`config.mk`:
```
export PLATFORM = sky130hd
export DESIGN_NAME = flash_fetch_arb
export DESIGN_NICKNAME = d
export VERILOG_FILES = /design/src/rtl/flash_fetch_pkg.sv /design/src/rtl/flash_fetch_decode.sv /design/src/rtl/flash_fetch_port.sv /design/src/rtl/flash_fetch_lane.sv /design/src/rtl/flash_fetch_arb.sv
export SDC_FILE = /design/constraint.sdc
export NUM_CORES = 1
export LEC_CHECK = 0
export BUFFER_PORTS_ARGS = -buffer_cell sky130_fd_sc_hd__buf_4
export CORE_AREA = 10 10 80 109
export CTS_BUF_LIST = sky130_fd_sc_hd__clkbuf_2 sky130_fd_sc_hd__clkbuf_4 sky130_fd_sc_hd__clkbuf_8
export DETAILED_ROUTE_END_ITERATION = 8
export DIE_AREA = 0 0 90 119
export GPL_ROUTABILITY_DRIVEN = 0
export PLACE_DENSITY_LB_ADDON = 0.12
export SYNTH_ARGS = -nofsm -noshare
export SYNTH_HDL_FRONTEND = slang
export SYNTH_SLANG_ARGS = --single-unit
```
`constraint.sdc`:
```
create_clock -name clk_i -period 4.2 [get_ports clk_i]
set_input_delay 1.26 -clock clk_i [delete_from_list [all_inputs] [get_ports clk_i]]
set_output_delay 1.26 -clock clk_i [all_outputs]
set_load 0.02 [all_outputs]
```
`src/rtl/flash_fetch_pkg.sv`:
```
package flash_fetch_pkg;
  localparam int unsigned ADDR_W = 32;
  localparam logic [ADDR_W-1:0] LO_BASE_DEF = 32'h0008_0000;
  localparam logic [ADDR_W-1:0] HI_BASE_DEF = 32'h0009_0000;
  localparam int unsigned LO_BYTES_DEF   = 65536;
  localparam int unsigned HI_BYTES_DEF   = 32768;
  localparam int unsigned KERN_BYTES_DEF = 2048;

  typedef enum logic [1:0] {
    TGT_NONE = 2'd0,
    TGT_LO   = 2'd1,
    TGT_HI   = 2'd2
  } tgt_e;

  localparam logic [1:0] SZ_BYTE = 2'd0;
  localparam logic [1:0] SZ_HALF = 2'd1;
endpackage

```
`src/rtl/flash_fetch_decode.sv`:
```
module flash_fetch_decode
  import flash_fetch_pkg::*;
#(
  parameter int unsigned AW = 32,
  parameter logic [AW-1:0] LO_BASE = 32'h0008_0000,
  parameter logic [AW-1:0] HI_BASE = 32'h0009_0000,
  parameter int unsigned LO_OW = 16,
  parameter int unsigned HI_OW = 15,
  parameter int unsigned KERN_OW = 11
) (
  input  logic [AW-1:0]    addr_i,
  input  logic             user_mode_i,
  output tgt_e             tgt_o,
  output logic             denied_o,
  output logic [LO_OW-2:0] lo_hidx_o,
  output logic [HI_OW-2:0] hi_hidx_o
);
  logic in_lo, in_hi, in_kern;

  // bases are aligned to bank size, so the tag compare is enough
  assign in_lo   = addr_i[AW-1:LO_OW] == LO_BASE[AW-1:LO_OW];
  assign in_hi   = addr_i[AW-1:HI_OW] == HI_BASE[AW-1:HI_OW];
  assign in_kern = in_hi && (&addr_i[HI_OW-1:KERN_OW]);

  always_comb begin
    if (in_lo)      tgt_o = TGT_LO;
    else if (in_hi) tgt_o = TGT_HI;
    else            tgt_o = TGT_NONE;
  end

  assign denied_o  = user_mode_i && in_kern;
  assign lo_hidx_o = addr_i[LO_OW-1:1];
  assign hi_hidx_o = addr_i[HI_OW-1:1];
endmodule

```
`src/rtl/flash_fetch_port.sv`:
```
module flash_fetch_port #(
  parameter int unsigned IW = 15
) (
  input  logic [IW-1:0] hidx_i,
  input  logic          is_word_i,
  input  logic          phase_i,
  output logic [IW-1:0] addr_a_o,
  output logic [IW-1:0] addr_b_o
);
  // port A: single access, or even/odd half by phase; port B: odd half
  assign addr_a_o = is_word_i ? {hidx_i[IW-1:1], phase_i} : hidx_i;
  assign addr_b_o = {hidx_i[IW-1:1], 1'b1};
endmodule

```
`src/rtl/flash_fetch_lane.sv`:
```
module flash_fetch_lane
  import flash_fetch_pkg::*;
(
  input  logic [1:0]  size_i,
  input  logic        byte_sel_i,
  input  logic        full_speed_i,
  input  logic [15:0] hw_a_i,
  input  logic [15:0] hw_b_i,
  input  logic [15:0] hw_held_i,
  output logic [31:0] data_o
);
  always_comb begin
    unique case (size_i)
      SZ_BYTE: data_o = {24'h0, byte_sel_i ? hw_a_i[15:8] : hw_a_i[7:0]};
      SZ_HALF: data_o = {16'h0, hw_a_i};
      default: data_o = full_speed_i ? {hw_a_i, hw_held_i} : {hw_b_i, hw_a_i};
    endcase
  end
endmodule

```
`src/rtl/flash_fetch_arb.sv`:
```
module flash_fetch_arb
  import flash_fetch_pkg::*;
#(
  parameter int unsigned AW = ADDR_W,
  parameter logic [AW-1:0] LO_BASE = LO_BASE_DEF,
  parameter logic [AW-1:0] HI_BASE = HI_BASE_DEF,
  parameter int unsigned LO_BYTES = LO_BYTES_DEF,
  parameter int unsigned HI_BYTES = HI_BYTES_DEF,
  parameter int unsigned KERN_BYTES = KERN_BYTES_DEF,
  parameter int unsigned DW = 32,
  parameter int unsigned HW = 16,
  parameter int unsigned DIV_W = 3,
  localparam int unsigned LO_OW = $clog2(LO_BYTES),
  localparam int unsigned HI_OW = $clog2(HI_BYTES),
  localparam int unsigned KERN_OW = $clog2(KERN_BYTES),
  localparam int unsigned LO_IW = LO_OW - 1,
  localparam int unsigned HI_IW = HI_OW - 1
) (
  input  logic             clk_i,
  input  logic             rst_ni,
  input  logic [DIV_W-1:0] div_code_i,
  input  logic             req_i,
  input  logic [AW-1:0]    addr_i,
  input  logic [1:0]       size_i,
  input  logic             user_mode_i,
  output logic             ready_o,
  output logic             err_o,
  output logic [DW-1:0]    rdata_o,
  input  logic             busy_lo_i,
  input  logic             busy_hi_i,
  output logic [LO_IW-1:0] lo_addr_a_o,
  output logic [LO_IW-1:0] lo_addr_b_o,
  input  logic [HW-1:0]    lo_rdata_a_i,
  input  logic [HW-1:0]    lo_rdata_b_i,
  output logic [HI_IW-1:0] hi_addr_a_o,
  output logic [HI_IW-1:0] hi_addr_b_o,
  input  logic [HW-1:0]    hi_rdata_a_i,
  input  logic [HW-1:0]    hi_rdata_b_i
);
  tgt_e             tgt;
  logic             denied;
  logic [LO_IW-1:0] lo_hidx;
  logic [HI_IW-1:0] hi_hidx;
  logic             is_word, full_speed, bank_busy, go, two_step;
  logic             phase_q, phase_d;
  logic [HW-1:0]    held_q;
  logic [HW-1:0]    sel_a, sel_b;
  logic [DW-1:0]    lane_data;

  flash_fetch_decode #(
    .AW(AW), .LO_BASE(LO_BASE), .HI_BASE(HI_BASE),
    .LO_OW(LO_OW), .HI_OW(HI_OW), .KERN_OW(KERN_OW)
  ) u_dec (
    .addr_i     (addr_i),
    .user_mode_i(user_mode_i),
    .tgt_o      (tgt),
    .denied_o   (denied),
    .lo_hidx_o  (lo_hidx),
    .hi_hidx_o  (hi_hidx)
  );

  assign is_word    = size_i[1];
  assign full_speed = div_code_i == '0;
  assign two_step   = is_word && full_speed;

  flash_fetch_port #(.IW(LO_IW)) u_lo_port (
    .hidx_i   (lo_hidx),
    .is_word_i(is_word),
    .phase_i  (phase_q),
    .addr_a_o (lo_addr_a_o),
    .addr_b_o (lo_addr_b_o)
  );

  flash_fetch_port #(.IW(HI_IW)) u_hi_port (
    .hidx_i   (hi_hidx),
    .is_word_i(is_word),
    .phase_i  (phase_q),
    .addr_a_o (hi_addr_a_o),
    .addr_b_o (hi_addr_b_o)
  );

  assign sel_a = (tgt == TGT_HI) ? hi_rdata_a_i : lo_rdata_a_i;
  assign sel_b = (tgt == TGT_HI) ? hi_rdata_b_i : lo_rdata_b_i;

  // protection and range errors never wait on a busy bank
  assign err_o     = req_i && ((tgt == TGT_NONE) || denied);
  assign bank_busy = ((tgt == TGT_LO) && busy_lo_i) || ((tgt == TGT_HI) && busy_hi_i);
  assign go        = req_i && !err_o && !bank_busy;
  assign ready_o   = err_o || (go && (!two_step || phase_q));

  always_comb begin
    phase_d = phase_q;
    if (!req_i)                          phase_d = 1'b0;
    else if (go && two_step && !phase_q) phase_d = 1'b1;
    else if (ready_o)                    phase_d = 1'b0;
  end

  always_ff @(posedge clk_i or negedge rst_ni) begin
    if (!rst_ni) begin
      phase_q <= 1'b0;
      held_q  <= '0;
    end else begin
      phase_q <= phase_d;
      if (go && two_step && !phase_q) held_q <= sel_a;
    end
  end

  flash_fetch_lane u_lane (
    .size_i      (size_i),
    .byte_sel_i  (addr_i[0]),
    .full_speed_i(full_speed),
    .hw_a_i      (sel_a),
    .hw_b_i      (sel_b),
    .hw_held_i   (held_q),
    .data_o      (lane_data)
  );

  always_comb begin
    if (err_o)        rdata_o = '1;
    else if (ready_o) rdata_o = lane_data;
    else              rdata_o = '0;
  end
endmodule

```
==> results of run 1 <==
## layout by cell type (no fill, tap or decap), drive strengths merged, types with 9 or more instances in the layout
master  instances
a21o           16
dfrtp          17
a31oi          29
a21oi          30
o21ai          56
nand2          16
nand2b          9
mux2           18
and3           16
nand3          18
buf           180
a21boi         11
or2            17
## critical path, cell delays in order
cell     delay (ns)
buf_6          0.10
nor4_4         0.29
and4_4         0.30
buf_12         0.15
nand3_4        0.08
a41oi_4        0.29
buf_6          0.21
a31oi_2        0.06
buf_4          0.18
## stage by stage
step                std cells  utilization  setup slack, ns  hold WS (ns)
CTS                       574        0.562          0.00555         0.515
finish                    574        0.587           0.0166         0.510
detailed placement        569        0.549          -0.0850         0.493
floorplan                 385            -           0.0358         0.481
global route              574        0.587          -0.0961         0.521
global placement          569        0.549          -0.0936         0.490
## worst paths after layout
kind | cells past startpoint | end | slack, ns | start
min in group asynchronous | 1 | held_q[0]$_DFFE_PN0P_ | 0.86 | rst_ni
hold / removal | 1 | held_q[8]$_DFFE_PN0P_ | 0.51 | held_q[8]$_DFFE_PN0P_
setup reg to reg | 5 | held_q[11]$_DFFE_PN0P_ | 2.56 | phase_q$_DFFE_PN0P_
max in group asynchronous | 1 | held_q[13]$_DFFE_PN0P_ | 3.12 | rst_ni
hold reg to reg | 1 | held_q[8]$_DFFE_PN0P_ | 0.51 | held_q[8]$_DFFE_PN0P_
setup / recovery | 9 | rdata_o[25] | 0.02 | addr_i[28]
## what timing repair did
action / in CTS / in global routing
pin swaps: 1 / 10
gates resized for setup: 10 / 41
endpoints found under the setup margin: 33 / 33
buffers inserted: 1 / 0
hold buffers: 0 / 0
## cell type report
cell class / count / area [µm²] / share of cell area
tap: 95 / 119 / 0.0298
clock inverter: 1 / 5.00 / 0.00125
multi-input combinational: 270 / 1920 / 0.480
sequential: 17 / 425 / 0.107
clock buffer: 3 / 41.3 / 0.0103
timing repair buffer: 180 / 1450 / 0.364
inverter: 8 / 30.0 / 0.00753
## synthesized netlist by cell type
| master | instances | area, µm² |
|---|---|---|
| mux2_2 | 8 | 90.1 |
| nand3_4 | 1 | 17.5 |
| inv_1 | 7 | 26.3 |
| nand3_1 | 16 | 80.1 |
| nor3b_1 | 1 | 7.51 |
| nand4_1 | 1 | 6.26 |
| buf_1 | 5 | 18.8 |
| mux2_4 | 10 | 150 |
| nand2_1 | 15 | 56.3 |
| and4bb_1 | 1 | 12.5 |
| a22oi_1 | 3 | 22.5 |
| inv_2 | 1 | 3.75 |
| conb_1 | 1 | 3.75 |
| a211oi_1 | 3 | 22.5 |
| dfrtp_1 | 17 | 425 |
| and3_1 | 16 | 100 |
| clkbuf_1 | 17 | 63.8 |
| and4_1 | 2 | 17.5 |
| o21ai_0 | 56 | 280 |
| a41oi_4 | 1 | 27.5 |
| buf_12 | 1 | 20.0 |
| nor2_1 | 3 | 11.3 |
| a21oi_1 | 30 | 150 |
| and2_1 | 1 | 6.26 |
| nor4_1 | 5 | 31.3 |
| nor3_1 | 1 | 5.00 |
| nor4_2 | 3 | 37.5 |
| nand3_2 | 1 | 10.0 |
| buf_4 | 62 | 465 |
| nand2_2 | 1 | 6.26 |
| buf_6 | 2 | 22.5 |
| or2_0 | 8 | 50.1 |
| nand2b_1 | 9 | 56.3 |
| a21boi_0 | 11 | 82.6 |
| mux2i_1 | 5 | 50.1 |
| buf_2 | 3 | 15.0 |
| or2_2 | 9 | 56.3 |
| a32oi_1 | 1 | 8.76 |
| a21o_1 | 16 | 120 |
| nor2b_1 | 1 | 6.26 |
| a31oi_1 | 29 | 181 |
## cells by family (layout without fill, tap and decap cells)
| family | Yosys count | after routing | synth area share |
|---|---|---|---|
| AOI/OAI and AO/OA | 150 | 150 | 0.317 |
| buffers and inverters | 98 | 192 | 0.225 |
| DFF | 17 | 17 | 0.151 |
| muxes | 23 | 23 | 0.103 |
| other | 1 | 2 | 0.00133 |
| and+or+nand+nor | 95 | 95 | 0.203 |
## power by group
| group | leakage, µW | total [µW] | internal (µW) | switching, µW |
|---|---|---|---|---|
| Combinational | 0.00156 | 352 | 168 | 184 |
| Clock | 0.0000255 | 134 | 66.0 | 67.7 |
| Sequential | 0.000238 | 163 | 163 | 0.00241 |
## sequential cells by signal (all words and copies together) (netlist names)
signal and flops:
phase_q 1, held_q 16
## per-layer routing
| layer | vias to the layer above | global-route usage | share of wire |
|---|---|---|---|
| met2 | 158 | 0.337 | 0.50 |
| li1 | 1516 | - | - |
| met3 | 24 | 0.0421 | 0.077 |
| met1 | 1527 | 0.216 | 0.40 |
| met4 | 0 | 0.0569 | 0.018 |
| met5 | - | 0 | 0 |
==> impl.org, run 1 <==
** Outcome
- Result of the run :: completed

** Yosys
- For this run, the register share of the synthesized area comes to 0.151.
- Unique masters post-synth :: 41
- The average instance in the mapped netlist occupies 7.36 µm².
- Cell Area, Synth :: 2830 µm²
- Synthesis produced a netlist whose cell count is 384.
- Syn. warnings :: 0
- Synthesis-stage register bit count :: 17

** Floorplan
- Row generation in the floorplan step produced 36 rows.
- Die height :: 119 µm
- Initial Utilization :: 0.415
- In this run the horizontal extent of the chip is 90 µm.
- The core region is 6800 µm².
- DIE AREA :: 10700 µm²
- In this run the count of I/O pins placed on the die edge is 199.

** Global route
- The total overflow left after global routing is 0.
- Antenna violations before repair :: 0
- The first global-routing pass estimated 16900 µm of wire.
- For this run, the total global-route usage over all layers was measured as 0.188.
- The number of global-route vias before repair came to 3335.
- Entering global routing, the biggest net connects 28 pins.

** STA
- The number of pins with negative max-slew slack in the final report was 0.
- Clock skew after layout :: 0.00571 ns
- At the pin with the least slew margin, the transition time is 0.556 ns.
- Post-route minimum period :: 4.18 ns
- Final setup TNS :: 0 ns
- Maximum clock rate :: 239 MHz
- Setup violations remaining at the end of the flow were counted as 0.
- Fin. Hold Viols :: 0
- Relative max-transition margin :: 0.629
- Setup repair after global routing could not meet its margin everywhere.
- Dividing the final minimum period by the clock period gives 0.996.

** Layout
- Layout fillers :: 661
- The finished cells cover 3990 µm².
- Signed area change from the synthesized netlist to the final layout :: 41.2%
- The net count of the finished layout is 587.
- Antenna diode count :: 0
- Fraction of final layout cells sized beyond drive strength 1 :: 0.493

** Setup path
- At the worst endpoint, the arrival time is 2.92 ns.
- Required arrival time at the worst endpoint :: 2.94 ns
- Path type of the worst setup path :: input port to output port
- Element type at the critical path start :: input port
- The worst setup path is captured at an output port.
- Along the worst path, the maximum fanout reaches 10.

** Clocking
- Clk sink count :: 17
- TritonCTS built the clock tree.
- Clock-pin slew was measured on the worst setup and hold paths at 0.08 ns.
- The number of clock buffers added by TritonCTS is 3.
- H-tree depth :: 1
- Master cell of the clock root buffer :: clkbuf_8
- No sink is reached through more buffers than the 2 on the longest clock path.
- Clock latency of the later-clocked register in the worst-skew pair :: 0.26 ns

** Drt
- First drt pass iteration count :: 5
- Summed over all layers, the routed wires come to 11100 µm.
- Dividing the detail-routed wire length by the instance count gives 19.4 µm.
- Vias per Instance :: 5.62
- Residual DRC count :: 0
- Detailed routing inserted a total of 3225 vias.
- The detailed router finished its first iteration with 193 violations.
- Antenna-violating nets left :: 0

** Power and ir drop
- Cell area power density :: 163 nW/µm²
- Worst vdd rail ir drop :: 107 µV
- Summed over all cells, the static leakage comes to 0.00183 µW.
- Power, Total :: 649 µW

** Placement
- Final HPWL DP :: 8820 µm
- In this run the cell area measured after placement is 3730 µm².
- During placement, the flow inserted port buffers numbering 151.

** Flow run
- Maximum capacitance violations :: 0

** Worst hold path
- The path class of the tightest hold or removal check is flip-flop to flip-flop.
(Power assumes the default switching activity.)
==> run 2, diff against run 1 <==
- CORE_AREA: 10 10 80 109 -> 10 10 81 111
- DIE_AREA: 0 0 90 119 -> 0 0 91 121
- PLACE_DENSITY_LB_ADDON: 0.12 -> 0.25
==> run 2 against run 1 <==
  * The run now ends with setup timing left
  * First-iteration DRC count rose by 37%
  * Count of clock-buffer cells in the layout did not move
  * Global-route usage rose by 1.1 points
  * Non-clock buffer count rose by 1
  * Sequential share of layout area rose by 0.12 points
  * Sequential power barely moved
  * Fmax fell by 1.9%
  * Critical path type unchanged
  * Critical endpoint is now rdata_o[10]
  * Highest routed layer is now met5
==> impl.org, run 2 (synthesized netlist as in run 1, its figures left out) <==
** Outcome
- The run finished, with violations left.
- The final reports fail on setup timing.

** Floorplan
- For this configuration, the core starts out at a cell density of 0.407.
- The total area inside the core boundary comes to 6940 µm².
- The floorplan has 36 rows.
- Measured along the x axis, the die boundary spans 91 µm.
- Number of top-level design ports :: 199
- The die covers 11000 µm².
- From bottom edge to top edge, the die measures 121 µm.

** Clocking
- Clk buf depth :: 2
- Number of buffers added by the clock tree synthesis step :: 3
- Clock latency of the later-clocked register in the worst-skew pair :: 0.26 ns
- The clock drives 17 sinks.
- Clock-pin slew was measured on the worst setup and hold paths at 0.08 ns.
- In this run the number of H-tree levels came out at 1.
- Clock tree from TritonCTS :: done
- In this run the clock root is driven by a clkbuf_8.

** STA
- The number of pins with negative max-slew slack in the final report came to 0.
- Across all hold checks on the routed design, the worst slack comes to 0.516 ns.
- Count of endpoints failing setup in the final report :: 27
- In the final timing run, aggregate negative setup slack is -0.845 ns.
- Clock skew after layout :: 0.00198 ns
- At the pin with the least slew margin, the transition time is 0.648 ns.
- Post-route minimum period :: 4.26 ns
- Derived from the worst setup path, the maximum achievable clock frequency is 235 MHz.
- Portion of the clock cycle consumed by the worst path in the final layout :: 1.01
- Unrepaired setup endpoints after global routing :: true
- Relative max-transition margin :: 0.568
- The number of hold violations in the final report was 0.
- Setup slack on the critical path of the routed design comes to -0.0627 ns.

** Worst hold path
- Beginning of the worst hold path :: held_q[12]$_DFFE_PN0P_
- Terminating pin of the worst hold path :: held_q[12]$_DFFE_PN0P_
- In this run the worst hold path is classified as flip-flop to flip-flop.
- Counting instances, the worst hold path has a depth of 1.

** Drt
- For this block, the routed nets add up to 12000 µm of wire.
- The first TritonRoute pass finished after 5 iterations.
- The count of nets left with antenna violations once routing finished came out at 0.
- Met2 wirelength from detailed routing :: 5800 µm
- Metal3 WL :: 1210 µm
- Residual DRC count :: 0
- WL met1 :: 4550 µm
- The routed layout has 3290 vias.
- Mean routed wirelength per cell :: 20.9 µm
- Top layer in use :: met5
- Vias per Instance :: 5.72
- After the first detailed-routing iteration, the DRC count stood at 265.

** Power and ir drop
- Worst vdd rail ir drop :: 138 µV
- In this run the power spent charging and discharging nets is 258 µW.
- Of the total power, registers draw 0.248.
- Design internal power :: 401 µW
- Summed over all cells, the static leakage comes to 0.00184 µW.
- Net switching fraction of the power :: 0.392
- The share of total power dissipated in combinational logic is 0.545.
- The share of total power dissipated in the clock network is 0.207.
- For this design the ratio of total power to cell area is 167 nW/µm².

** Global route
- Remaining global-route overflow :: 0
- The first global-routing pass estimated 18000 µm of wire.
- Vias in the first global route :: 3371
- Maximum number of pins on one net before global-route repair :: 31
- In the global route stage, overall resource usage came out at 0.199.
- The initial antenna violation count is 1.

** Layout
- Most common cell after layout, fill and taps aside :: buf_4
- Of the cells placed in the final design, the portion with a size suffix greater than 1 is 0.477.
- The largest registers in the layout are held_q: 16 flops, phase_q: 1 flops.
- Most used cells in the layout excluding fill and tap cells :: 163 x buf_4, 54 x o21ai_0, 28 x a31oi_1, 28 x a21oi_1, 17 x dfrtp_1
- Final non-filler cell total :: 575
- Antenna diode count :: 0
- Layout fillers :: 683
- Counting flops per register, the top entry is held_q.
- The register with the most flip-flops in the layout has 16 of them.
- The final layout contains 588 nets.
- Multi-input combinational cell area :: 1850 µm²
- Signed area change from the synthesized netlist to the final layout :: 39.7%
- Post-route design area :: 3950 µm²
- Sequential cell area :: 425 µm²

** Placement
- IO buf count :: 151
- Post-placement cell count :: 566
- Post-DP Area :: 3750 µm²
- Summed over all nets, the half-perimeter wirelength after detailed placement is 9300 µm.

** Flow run
- Maximum capacitance violations :: 0

** Setup path
- Path type of the worst setup path :: input port to output port
- Cell count of the worst reg-to-reg path :: 5
- Startpoint of the lowest-slack register-to-register path :: phase_q$_DFFE_PN0P_
- Kind of end point of the critical path :: output port
- First element of the critical path :: addr_i[24]
- Top fanout value on the critical path :: 5
- Register-to-register setup slack :: 2.57 ns
- Data arrival time at the worst-slack endpoint :: 3.00 ns
- Required arrival time at the worst endpoint :: 2.94 ns
- The worst setup path is launched from an input port.
- End of the worst register-to-register path :: held_q[9]$_DFFE_PN0P_
## run 2: cell count changes in the layout (fill, tap and decap cells not counted), moves of 3 or more
cell,change
o21ai_1,-6
a31oi_1,+5
o21ai_0,+7
and3_4,-3
a21boi_1,-3
a31oi_4,-4
a21boi_0,+3
and3_1,+3
## run 2: layout make-up
cell class / instances / share of cell area
Multi-Input combinational cell: 270 / 0.469
Tap cell: 95 / 0.0301
Clock buffer: 3 / 0.0105
Clock inverter: 1 / 0.00190
Timing Repair Buffer: 181 / 0.373
Sequential cell: 17 / 0.108
Inverter: 8 / 0.00824
## run 2: timing repair
item,in CTS,in global routing
hold endpoints to repair,0,0
pin swaps,5,4
hold buffers,0,0
gates resized for setup,11,22
cloned,1,1
endpoints found under the setup margin,33,33
buffers inserted,4,2
## run 2: layer usage
layer  up-vias  GRT usage
li1       1522          -
met1      1527      0.215
met2       193      0.350
met3        46     0.0663
met4         2     0.0796
met5         -          0
## run 2: per-stage QoR
stage	utilization	power, µW	worst slack, ns
detailed placement	0.540	510	-0.112
global placement	0.540	507	-0.114
global route	0.569	692	-0.155
CTS	0.561	659	-0.0713
floorplan	-	385	0.0358
finish	0.569	658	-0.0627
## run 2: worst max path at each step
| stage | end | slack, ns |
|---|---|---|
| 2_1_floorplan | rdata_o[12] | 0.04 |
| 3_3_place_gp | rdata_o[24] | -0.11 |
| 3_5_place_dp | rdata_o[29] | -0.11 |
| 4_1_cts | rdata_o[7] | -0.07 |
| 5_1_grt | rdata_o[12] | -0.15 |
| 6_report | rdata_o[10] | -0.06 |
## run 2: power groups by stage
stage | clock network [µW] | registers [µW] | logic (µW)
after floorplan | 0 | 167 | 218
after global placement | 0 | 167 | 340
after detailed placement | 0 | 167 | 343
after CTS | 139 | 163 | 356
after global routing | 145 | 164 | 383
final | 136 | 163 | 359
## run 2: critical path, cell delays in order
cell	delay, ns
buf_6	0.10
nor4_4	0.30
and4_4	0.28
buf_6	0.13
nand2_4	0.06
nand2_4	0.10
inv_4	0.05
a41oi_4	0.25
buf_6	0.15
buf_6	0.12
a21oi_1	0.05
buf_4	0.17
